`src/rtl/scl_pkg.sv`:
```
package scl_pkg;
    // Gain approximation 475 / 2^7 (binary 11.1011011)
    localparam int GAIN_NUM   = 475;
    localparam int GAIN_SHIFT = 7;
    // Extra product bits needed for a numerator below 512
    localparam int GAIN_BITS  = 9;
    // Stage layer growth: 7N needs 3 bits, 27N needs 5 bits
    localparam int L1_GROW    = 3;
    localparam int L2_GROW    = 5;
endpackage

```
`src/rtl/scl_layer1.sv`:
```
module scl_layer1
    import scl_pkg::*;
#(
    parameter int IN_W = 9
) (
    input  logic                    clk,
    input  logic                    rst,
    input  logic                    vld_i,
    input  logic [IN_W-1:0]         n_i,
    output logic                    vld_o,
    output logic [IN_W+L1_GROW-1:0] x3_o,
    output logic [IN_W+L1_GROW-1:0] x7_o
);
    localparam int W = IN_W + L1_GROW;

    logic [W-1:0] n_ext;
    logic [W-1:0] x3_c;
    logic [W-1:0] x7_c;

    always_comb begin
        n_ext = W'(n_i);
        x3_c  = n_ext + (n_ext << 1);   // N + 2N
        x7_c  = (n_ext << 3) - n_ext;   // 8N - N
    end

    always_ff @(posedge clk) begin
        if (rst) begin
            vld_o <= 1'b0;
        end else begin
            vld_o <= vld_i;
        end
    end

    always_ff @(posedge clk) begin
        x3_o <= x3_c;
        x7_o <= x7_c;
    end
endmodule

```
`src/rtl/scl_layer2.sv`:
```
module scl_layer2
    import scl_pkg::*;
#(
    parameter int IN_W = 9
) (
    input  logic                    clk,
    input  logic                    rst,
    input  logic                    vld_i,
    input  logic [IN_W+L1_GROW-1:0] x3_i,
    input  logic [IN_W+L1_GROW-1:0] x7_i,
    output logic                    vld_o,
    output logic [IN_W+L2_GROW-1:0] x27_o,
    output logic [IN_W+L1_GROW-1:0] x7_o
);
    localparam int W = IN_W + L2_GROW;

    logic [W-1:0] a_ext;
    logic [W-1:0] x27_c;

    always_comb begin
        a_ext = W'(x3_i);
        x27_c = a_ext + (a_ext << 3);   // 3N + 24N
    end

    always_ff @(posedge clk) begin
        if (rst) begin
            vld_o <= 1'b0;
        end else begin
            vld_o <= vld_i;
        end
    end

    always_ff @(posedge clk) begin
        x27_o <= x27_c;
        x7_o  <= x7_i;   // carried alongside for layer 3
    end
endmodule

```
`src/rtl/scl_layer3.sv`:
```
module scl_layer3
    import scl_pkg::*;
#(
    parameter int IN_W     = 9,
    parameter bit ROUND_EN = 1'b0
) (
    input  logic                               clk,
    input  logic                               rst,
    input  logic                               vld_i,
    input  logic [IN_W+L2_GROW-1:0]            x27_i,
    input  logic [IN_W+L1_GROW-1:0]            x7_i,
    output logic                               vld_o,
    output logic [IN_W+GAIN_BITS-GAIN_SHIFT-1:0] y_o
);
    localparam int PROD_W = IN_W + GAIN_BITS;
    localparam int OUT_W  = PROD_W - GAIN_SHIFT;

    logic [PROD_W-1:0] bias;
    logic [PROD_W-1:0] prod_c;

    generate
        if (ROUND_EN) begin : g_round
            assign bias = PROD_W'(1) << (GAIN_SHIFT - 1);
        end else begin : g_trunc
            assign bias = '0;
        end
    endgenerate

    always_comb begin
        prod_c = PROD_W'(x27_i) + (PROD_W'(x7_i) << 6) + bias;   // 27N + 448N
    end

    always_ff @(posedge clk) begin
        if (rst) begin
            vld_o <= 1'b0;
        end else begin
            vld_o <= vld_i;
        end
    end

    always_ff @(posedge clk) begin
        y_o <= prod_c[PROD_W-1:GAIN_SHIFT];
    end

    logic unused_lsb;
    assign unused_lsb = ^prod_c[GAIN_SHIFT-1:0];
endmodule

```
`src/rtl/cnst_scaler.sv`:
```
module cnst_scaler
    import scl_pkg::*;
#(
    parameter int IN_W     = 9,
    parameter bit ROUND_EN = 1'b0,
    localparam int OUT_W   = IN_W + GAIN_BITS - GAIN_SHIFT
) (
    input  logic             clk,
    input  logic             rst,
    input  logic             in_vld,
    input  logic [IN_W-1:0]  in_data,
    output logic             out_vld,
    output logic [OUT_W-1:0] out_data
);
    logic                    v1;
    logic                    v2;
    logic [IN_W+L1_GROW-1:0] s1_x3;
    logic [IN_W+L1_GROW-1:0] s1_x7;
    logic [IN_W+L2_GROW-1:0] s2_x27;
    logic [IN_W+L1_GROW-1:0] s2_x7;

    scl_layer1 #(.IN_W(IN_W)) u_l1 (
        .clk(clk), .rst(rst), .vld_i(in_vld), .n_i(in_data),
        .vld_o(v1), .x3_o(s1_x3), .x7_o(s1_x7)
    );

    scl_layer2 #(.IN_W(IN_W)) u_l2 (
        .clk(clk), .rst(rst), .vld_i(v1), .x3_i(s1_x3), .x7_i(s1_x7),
        .vld_o(v2), .x27_o(s2_x27), .x7_o(s2_x7)
    );

    scl_layer3 #(.IN_W(IN_W), .ROUND_EN(ROUND_EN)) u_l3 (
        .clk(clk), .rst(rst), .vld_i(v2), .x27_i(s2_x27), .x7_i(s2_x7),
        .vld_o(out_vld), .y_o(out_data)
    );
endmodule

```
`config.mk`:
```
export PLATFORM = sky130hd
export DESIGN_NAME = cnst_scaler
export DESIGN_NICKNAME = d
export VERILOG_FILES = /design/src/rtl/scl_pkg.sv /design/src/rtl/scl_layer1.sv /design/src/rtl/scl_layer2.sv /design/src/rtl/scl_layer3.sv /design/src/rtl/cnst_scaler.sv
export SDC_FILE = /design/constraint.sdc
export NUM_CORES = 1
export LEC_CHECK = 0
export ABC_CLOCK_PERIOD_IN_PS = 3500
export BUFFER_PORTS_ARGS = -buffer_cell sky130_fd_sc_hd__buf_2
export CAP_MARGIN = 10
export CORE_MARGIN = 2
export CORE_UTILIZATION = 40
export CTS_CLUSTER_SIZE = 8
export DETAILED_ROUTE_END_ITERATION = 6
export HOLD_SLACK_MARGIN = 0.1
export SETUP_SLACK_MARGIN = 0.1
export SLEW_MARGIN = 20
export SYNTH_ARGS = -nofsm -noshare
export SYNTH_HDL_FRONTEND = slang
export SYNTH_SLANG_ARGS = --single-unit
```
`constraint.sdc`:
```
create_clock -name clk -period 3.5 [get_ports clk]
set_input_delay 0.35 -clock clk [delete_from_list [all_inputs] [get_ports clk]]
set_output_delay 0.35 -clock clk [all_outputs]
set_load 0.02 [all_outputs]
```
* Word-level counts from Yosys, hierarchy flattened
Index checks and enable logic that the tools add are counted.
** Word-level totals
- Memories :: 0
- Flip-flop bits (word level) :: 64
- Memory bits (read-only) :: 0
- Bits in latches :: 0
- Logic and storage cells :: 12
- RAM bits :: 0
** Operators by class
- Eq/ne operators :: 0
- Multiplexer cells :: 0
- Add/subtract/negate cells :: 4
- Bitwise operators :: 0
- Shifts and indexed selects :: 0
- Multiply operators :: 0
- Div/mod/pow operators :: 0
- Reductions and logical operators :: 0
- Order comparisons :: 0
** Operators with widths (number)
- 14-bit by 18-bit adder with 18-bit output :: 1
- 12-bit by 14-bit adder with 14-bit output :: 1
- 12-bit by 9-bit subtractor with 12-bit output :: 1
- 9-bit by 10-bit adder with 11-bit output :: 1

* Logic depth before layout (Yosys ltp)
Gate-level depths: netlist of run 1.
- Depth in word-level cells :: 1
- Mapped depth :: 8

* Cells and area by module
Synthesis of run 1 repeated with hierarchy kept, for this count alone.
** Unflattened totals
- Cell total of the unflattened synthesis :: 296
- Area, all modules :: 2942.8 µm²
** Modules (own cells, without submodules)
- scl_layer1 :: area each 1350.0 µm², sequential area each 440.4 µm², cells each 147, instances 1
- scl_layer2 :: area each 963.4 µm², sequential area each 540.5 µm², cells each 85, instances 1
- scl_layer3 :: area each 629.4 µm², sequential area each 240.2 µm², cells each 64, instances 1

* Least setup slack after synthesis of run 1
Ideal clock, no wire load.
- Path type :: flip-flop to flip-flop
- From :: reg u_l2.x27_o[6]
- To :: reg u_l3.y_o[9]
- Arrival :: 1.684 ns
- Period minus slack after synthesis :: 1.814 ns
- Setup time :: 0.130 ns
- Cell stages (with the launch flop) :: 8
- Buffers on the path :: 0
- Setup slack :: 1.686 ns
- Cells stage by stage :: dfxtp_1 > and2_1 > fa_1 > a211oi_1 > nor2_1 > o31ai_1 > a211oi_1 > xor2_1
** Between the ends
- Longest elaborated chain between the ends :: 1
** Ends and longest elaborated chain
- from (decl) :: RTL line scl_layer2.sv:12 : output logic [IN_W+L2_GROW-1:0] x27_o,
- from (signal assigned) :: RTL line scl_layer2.sv:34 : x27_o <= x27_c;
- 14-bit by 18-bit adder with 18-bit output :: RTL line scl_layer3.sv:30 : prod_c = PROD_W'(x27_i) + (PROD_W'(x7_i) << 6) + bias;
- via u_l3.prod_c[16] :: RTL line scl_layer3.sv:19 : logic [PROD_W-1:0] prod_c;
- to (signal assigned) :: RTL line scl_layer3.sv:42 : y_o <= prod_c[PROD_W-1:GAIN_SHIFT];
- to (decl) :: RTL line scl_layer3.sv:13 : output logic [IN_W+GAIN_BITS-GAIN_SHIFT-1:0] y_o
The timed path passes the listed nets, and every way through them passes these cells.
A chain may end at the register's enable or synchronous reset.

* Worst setup path in the final report of run 1
Ends and elaborated chain as after synthesis.

==> results of run 1 <==
==> layer usage <==
layer  wire length [um]  share of wire, %  global-route usage [%]  up-vias
met1               2079                50                   15.39      802
li1                   -                 -                       -      972
met5                  0                 0                       0        -
met4                 62               1.5                   4.906        0
met3                128               3.1                   2.458        6
met2               1883                45                   21.55       28
==> worst max-delay path, delay by kind of cell (launching register included) <==
kind / cells / cell delay (ns)
compound gates: 3 / 0.73
xor+xnor: 1 / 0.15
simple gates: 2 / 0.26
flops: 1 / 0.32
fa+ha+maj: 1 / 0.43
==> worst paths after layout <==
| path | endpoint | cells after the start | startpoint | slack (ns) |
|---|---|---|---|---|
| setup / recovery | u_l3.y_o[9]$_DFF_P_ | 7 | u_l2.x27_o[6]$_DFF_P_ | 1.51 |
| hold / removal | u_l1.x7_o[0]$_DFF_P_ | 1 | in_data[0] | 0.21 |
| setup reg to reg | u_l3.y_o[9]$_DFF_P_ | 7 | u_l2.x27_o[6]$_DFF_P_ | 1.51 |
| hold reg to reg | u_l2.x7_o[7]$_DFF_P_ | 0 | u_l1.x7_o[7]$_DFF_P_ | 0.33 |
==> state kept, by name (all words and copies together) (netlist names) <==
| signal | cells |
|---|---|
| u_l1.x7_o | 12 |
| u_l2.x7_o | 11 |
| u_l3.y_o | 11 |
| u_l1.x3_o | 9 |
| u_l2.x27_o | 9 |
| u_l1.vld_o | 1 |
| u_l2.vld_o | 1 |
| u_l3.vld_o | 1 |
==> Yosys cell counts (all sizes together) (2+ instances only) <==
library cell,n
dfxtp,55
ha,33
nor2,22
inv,18
xnor2,18
a21oi,16
o21ai,11
nand2,9
xor2,8
nand3,7
a21o,6
nor2b,6
a211oi,5
nor3,5
a311o,3
nand2b,3
o41ai,3
a31oi,2
and4b,2
fa,2
nor4,2
o211ai,2
o311ai,2
or4,2
==> power by group <==
part           leakage (nW)  internal [W]  switching, W
clock network        0.0402      0.000139      0.000195
logic                 0.788      0.000384      0.000479
registers             0.463      0.000809     0.0000668
==> per-stage QoR <==
stage	cells	cell area (um2)	util [%]	setup WS, ns
after floorplan	258	2611	-	1.686
after global placement	357	2819	44.65	1.435
after detailed placement	357	2819	44.65	1.448
after CTS	365	2908	46.06	1.473
after global routing	365	2908	46.06	1.353
final	365	2908	46.06	1.508
==> logic make-up (layout without fill, tap and decap cells) <==
logic type      Yosys count  after routing
simple gates             63             63
xor+xnor                 26             26
fa+ha+maj                35             35
buf+inv                  19             49
compound gates           60             60
flops                    55             55
==> layout make-up <==
class | count | area share [%]
clock buffers | 5 | 2.367
clock inverters | 3 | 0.6885
inverters | 18 | 2.324
multi-input cells | 184 | 49.48
flip-flops and latches | 55 | 37.87
well taps | 77 | 3.313
repair buffers | 23 | 3.959
==> metrics.cfg, run 1 <==
[floorplanning]
die_w_um=84.80
dieArea_um2=7190
io_pins=24
start_util_pct=41.36
core_um2=6314
die_y_um=84.80
rows=29

[clock_tree]
cts_post_setup_buffers_inserted=0
postCtsResizedCells=0
clk_latency_ns=0.30
numCtsBuffers=5
cts_max_level=2
clk_pin_slew_ns=0.09
clock_sinks=55
hold_buffers=0
cts_tree=done
root_buffer=clkbuf_8
cts.path.max_buffers=2

[layout]
finish.net_count=334
final_cell_mix=dfxtp_1 (55), ha_1 (33), buf_2 (23), nor2_1 (22)
seq_area_um2=1101
nFillCells=640
multiInputGateArea_um2=1439
diodes=0
syn_to_final_growth_pct=11.36
final_common_cell=dfxtp_1
drive_above_1_share_pct=14.24

[route]
drc=0
drt-total-wl_um=4153
dr_total_vias=1808
antenna_left=0
avgRoutedWirePerCell_um=11.38
drtPass1Iterations=4
drt_first_iter_violations=38
via_per_inst=4.953

[global_routing]
grt_max_degree=18
grt_use_total_pct=12.53
grt_first_pass_wirelength_um=7479
antenna_found_initial=0
grt_pass1_vias=1778
grt_overflow=0

[sta]
max-slew-margin-rel_pct=70.84
layout_worst_path_cycle_share_pct=56.93
finalSetupTns_ns=0
fin_crit_ns=1.992
holdWs_ns=0.2103
finalHoldViolations=0
drv_slew=0
setup_violations=0
max_freq_mhz=501.9
rsz0062_at_grt=no
worst_pin_slew_ns=0.4327
finClkSkew_ns=0.005584

[yosys]
syn_area_per_cell_um2=10.12
yosys_most_used_dff=dfxtp_1
yosysTopAreaCell=dfxtp_1
synth_edf_count=0
synth_adder_area_share_pct=17.35
ys_seq_area_share_pct=42.17
synth.distinct_cells=45
async_flop_share_pct=0
synthSimpleGateAreaFrac_pct=12.07
synthesis.area_um2=2611
synth_top_family_by_area=adder cells
synth_top_area_share_pct=42.17
ys_seq_elements=55
synth-compound-area-share_pct=16.96
synth_area_leaders=dfxtp_1 (42%), ha_1 (16%), xnor2_1 (6.0%)
syn_inst=258
synth_nets=305
synth_xor_area_share_pct=8.721
yosys_warnings=0
muxShareOfSynthArea_pct=0

[run]
drv_cap=0

[run_status]
status=completed

[power_and_ir_drop]
power.leakage_nw=1.291
p_per_area_nw_per_um2=713.0
power_w=0.002073
ir_drop_mv=0.3177

[setup_path]
required_ns=3.69
worstSetupPathType=flop to flop
worstPathCellList=and2_1 -> fa_1 -> a211oi_1 -> nor2_1 -> o31ai_1 -> a211oi_1 -> xor2_1
arrival_ns=2.18
slowest_stage=fa_1
cp_common_cell=a211oi_1
endpoint_kind=flop
cp_max_fo=3
cpPeakStageDelay_ns=0.43
start_kind=flop

[placed_design]
gp_congestion=0.7879
dp_hpwl_um=3282
io_buffers=23

[worst_hold_path]
hp-class=primary input to flop

Note: power is estimated with default switching activity, not from simulation.
==> run 2: changes to the inputs <==
Settings changed: ABC_CLOCK_PERIOD_IN_PS 3500 to 1700.
Clock period 3.5 ns to 1.7 ns, I/O delays scaled along.
==> run 2 against run 1 <==
  * The flow now finishes with violations (setup timing)
  * Largest cell class unchanged
  * Via count is 10% higher
  * Cell area is 14% higher
  * Worst hold slack worse by 0.00086 ns
  * Critical path depth stayed put
  * Global-route usage is 1.4 points higher
  * Flip-flop and latch count stayed put
  * Non-clock buffer count is 38 higher
==> metrics.cfg, run 2 (synthesis gave the netlist of run 1 again) <==
[global_routing]
antenna_found_initial=0  ; unchanged
grt_first_pass_wirelength_um=8197  ; +9.6%
grt_use_total_pct=13.94  ; +1.4 points
grt_pass1_vias=1932  ; +8.7%
grt_max_degree=17  ; -1
grt_overflow=0  ; unchanged

[setup_path]
start_kind=flop
cp_max_fo=3  ; unchanged
arrival_ns=1.92  ; -0.26 ns
worstSetupPathType=flop to flop
required_ns=1.89  ; -1.80 ns
crit_path_end=u_l3.y_o[9]$_DFF_P_
crit_family=compound AO/OA/AOI/OAI gates
slowest_stage=fa_2
critical_path_depth=7  ; unchanged
worstPathCellList=and2_4 -> fa_2 -> a211oi_2 -> nor2_2 -> o31ai_4 -> a211oi_2 -> xor2_1
rrSetupSlack_ns=-0.03  ; -1.54 ns
worst-r2r-cell-count=7  ; unchanged
endpoint_kind=flop
rr_endpoint=u_l3.y_o[9]$_DFF_P_
worst-path-buf-inv=0  ; unchanged
cpPeakStageDelay_ns=0.35  ; -0.08 ns
cp-startpoint=u_l2.x27_o[6]$_DFF_P_
reg2reg_from=u_l2.x27_o[6]$_DFF_P_
cp_common_cell=a211oi_2

[route]
drc=0  ; unchanged
avgRoutedWirePerCell_um=11.48  ; +0.86%
dr_total_vias=1996  ; +10%
drt_first_iter_violations=44  ; +16%
drtPass1Iterations=4  ; unchanged
drt-total-wl_um=4625  ; +11%
antenna_left=0  ; unchanged
via_per_inst=4.953  ; about the same

[layout]
postLayoutCellArea_um2=3317  ; +14%
drive_above_1_share_pct=28.83  ; +15 points
reg.largest.list=u_l1.x7_o x12, u_l2.x7_o x11, u_l3.y_o x11
syn_to_final_growth_pct=27.02
final_common_cell=dfxtp_1
final_cell_mix=dfxtp_1 (50), buf_4 (34), ha_1 (31), buf_2 (23), nor2_1 (21)
finish.net_count=372  ; +11%
seq_area_um2=1110  ; +0.79%
largest_reg_flops=12  ; unchanged
top_register=u_l1.x7_o
postLayoutCoreUtil_pct=52.54  ; +6.5 points
multiInputGateArea_um2=1546  ; +7.5%
nFillCells=590  ; -7.8%
diodes=0  ; unchanged

[clock_tree]
numCtsBuffers=5  ; unchanged
clock_sinks=55  ; unchanged
clk_pin_slew_ns=0.09  ; about the same
cts_tree=done
root_buffer=clkbuf_8
clk_latency_ns=0.30  ; about the same
cts_max_level=2  ; unchanged
cts.path.max_buffers=2  ; unchanged

[floorplanning]
rows=29  ; unchanged
dieArea_um2=7190  ; unchanged
core_um2=6314  ; unchanged
die_w_um=84.80  ; unchanged
die_y_um=84.80  ; unchanged
io_pins=24  ; unchanged
start_util_pct=41.36  ; unchanged

[sta]
max_freq_mhz=578.5  ; +15%
drv_slew=0  ; unchanged
holdWs_ns=0.2095  ; -0.0008590 ns
rsz0062_at_grt=yes
fin_crit_ns=1.729  ; -0.2639 ns
max-slew-margin-rel_pct=75.96  ; +5.1 points
layout_setup_ws_ns=-0.02857  ; -1.536 ns
layout_worst_path_cycle_share_pct=101.7  ; +45 points
setup_violations=2  ; +2
worst_pin_slew_ns=0.3568  ; -0.07592 ns
finClkSkew_ns=0.006674  ; +0.001091 ns
finalHoldViolations=0  ; unchanged

[worst_hold_path]
hp-class=primary input to flop

[power_and_ir_drop]
p_per_area_nw_per_um2=1425  ; +100%
ir_drop_mv=0.8114  ; +160%
power.leakage_nw=1.484  ; +15%
power_w=0.004725  ; +130%

[run_status]
violations=setup timing
status=finished with violations

[placed_design]
dp_hpwl_um=3573  ; +8.9%
io_buffers=23  ; unchanged
gp_congestion=0.8346  ; +5.9%
placed_area_um2=3070  ; +8.9%

[run]
drv_cap=0  ; unchanged

-- run 2: cell count changes in the layout (fill, tap and decap cells not counted), sizes merged --
cell | previous run | this run
buf | 23 | 58
clkinvlp | 2 | 1
clkbuf | 5 | 6
dlygate4sd3 | 0 | 3
-- run 2: report_power, final --
| group | internal, W | total [W] | switching [W] | leakage [nW] |
|---|---|---|---|---|
| clock network | 0.000288 | 0.000686 | 0.000398 | 0.0412 |
| logic | 0.00108 | 0.00223 | 0.00115 | 0.980 |
| registers | 0.00167 | 0.00181 | 0.000138 | 0.464 |
| total | 0.00304 | 0.00473 | 0.00168 | 1.48 |
-- run 2: tightest hold or removal path: stages --
cell and delay (ns):
buf_2 0.12, buf_4 0.13, xnor2_1 0.06
-- run 2: worst min path at each step --
| stage | cells after the start | from | to | slack, ns |
|---|---|---|---|---|
| after floorplan | 0 | in_data[0] | u_l1.x7_o[0]$_DFF_P_ | 0.20 |
| after CTS | 3 | in_data[2] | u_l1.x7_o[2]$_DFF_P_ | 0.21 |
| after global placement | 0 | u_l1.x7_o[7]$_DFF_P_ | u_l2.x7_o[7]$_DFF_P_ | 0.31 |
| after global routing | 3 | in_data[2] | u_l1.x7_o[2]$_DFF_P_ | 0.23 |
| final | 3 | in_data[2] | u_l1.x7_o[2]$_DFF_P_ | 0.21 |
| after detailed placement | 0 | u_l1.x7_o[9]$_DFF_P_ | u_l2.x7_o[9]$_DFF_P_ | 0.32 |
-- run 2: cell type report --
| type | count | share of cell area (%) |
|---|---|---|
| Clock buffer | 6 | 2.188 |
| Timing Repair Buffer | 61 | 12.41 |
| Inverter | 18 | 2.037 |
| Tap cell | 77 | 2.905 |
| Multi-Input combinational cell | 184 | 46.62 |
| Sequential cell | 55 | 33.46 |
| Clock inverter | 2 | 0.3772 |
-- run 2: routing by layer --
layer / global-route usage [%] / wire, um / part of all wire, % / vias to the layer above
met5: 0 / 0 / 0 / -
met4: 5.483 / 75 / 1.6 / 0
met3: 2.655 / 140 / 3.0 / 6
met2: 24.05 / 2255 / 49 / 34
met1: 17.11 / 2154 / 47 / 914
li1: - / - / - / 1042
-- run 2: repair_timing --
item / CTS / global route
setup endpoints to repair: 10 / 14
hold buffers: 3 / 0
buffers inserted: 4 / 1
gates resized for setup: 14 / 8
pin swaps: 12 / 6
hold endpoints to repair: 4 / 0
gates cloned: 0 / 0
-- run 2: stage by stage --
stage	std cells	worst slack, ns	TNS, ns
6_report	403	-0.02857	-0.05566
3_3_place_gp	387	-0.1476	-0.5017
3_5_place_dp	387	-0.1362	-0.5346
2_1_floorplan	258	0.04839	0
5_1_grt	403	-0.08927	-0.3846
4_1_cts	402	-0.08355	-0.1595
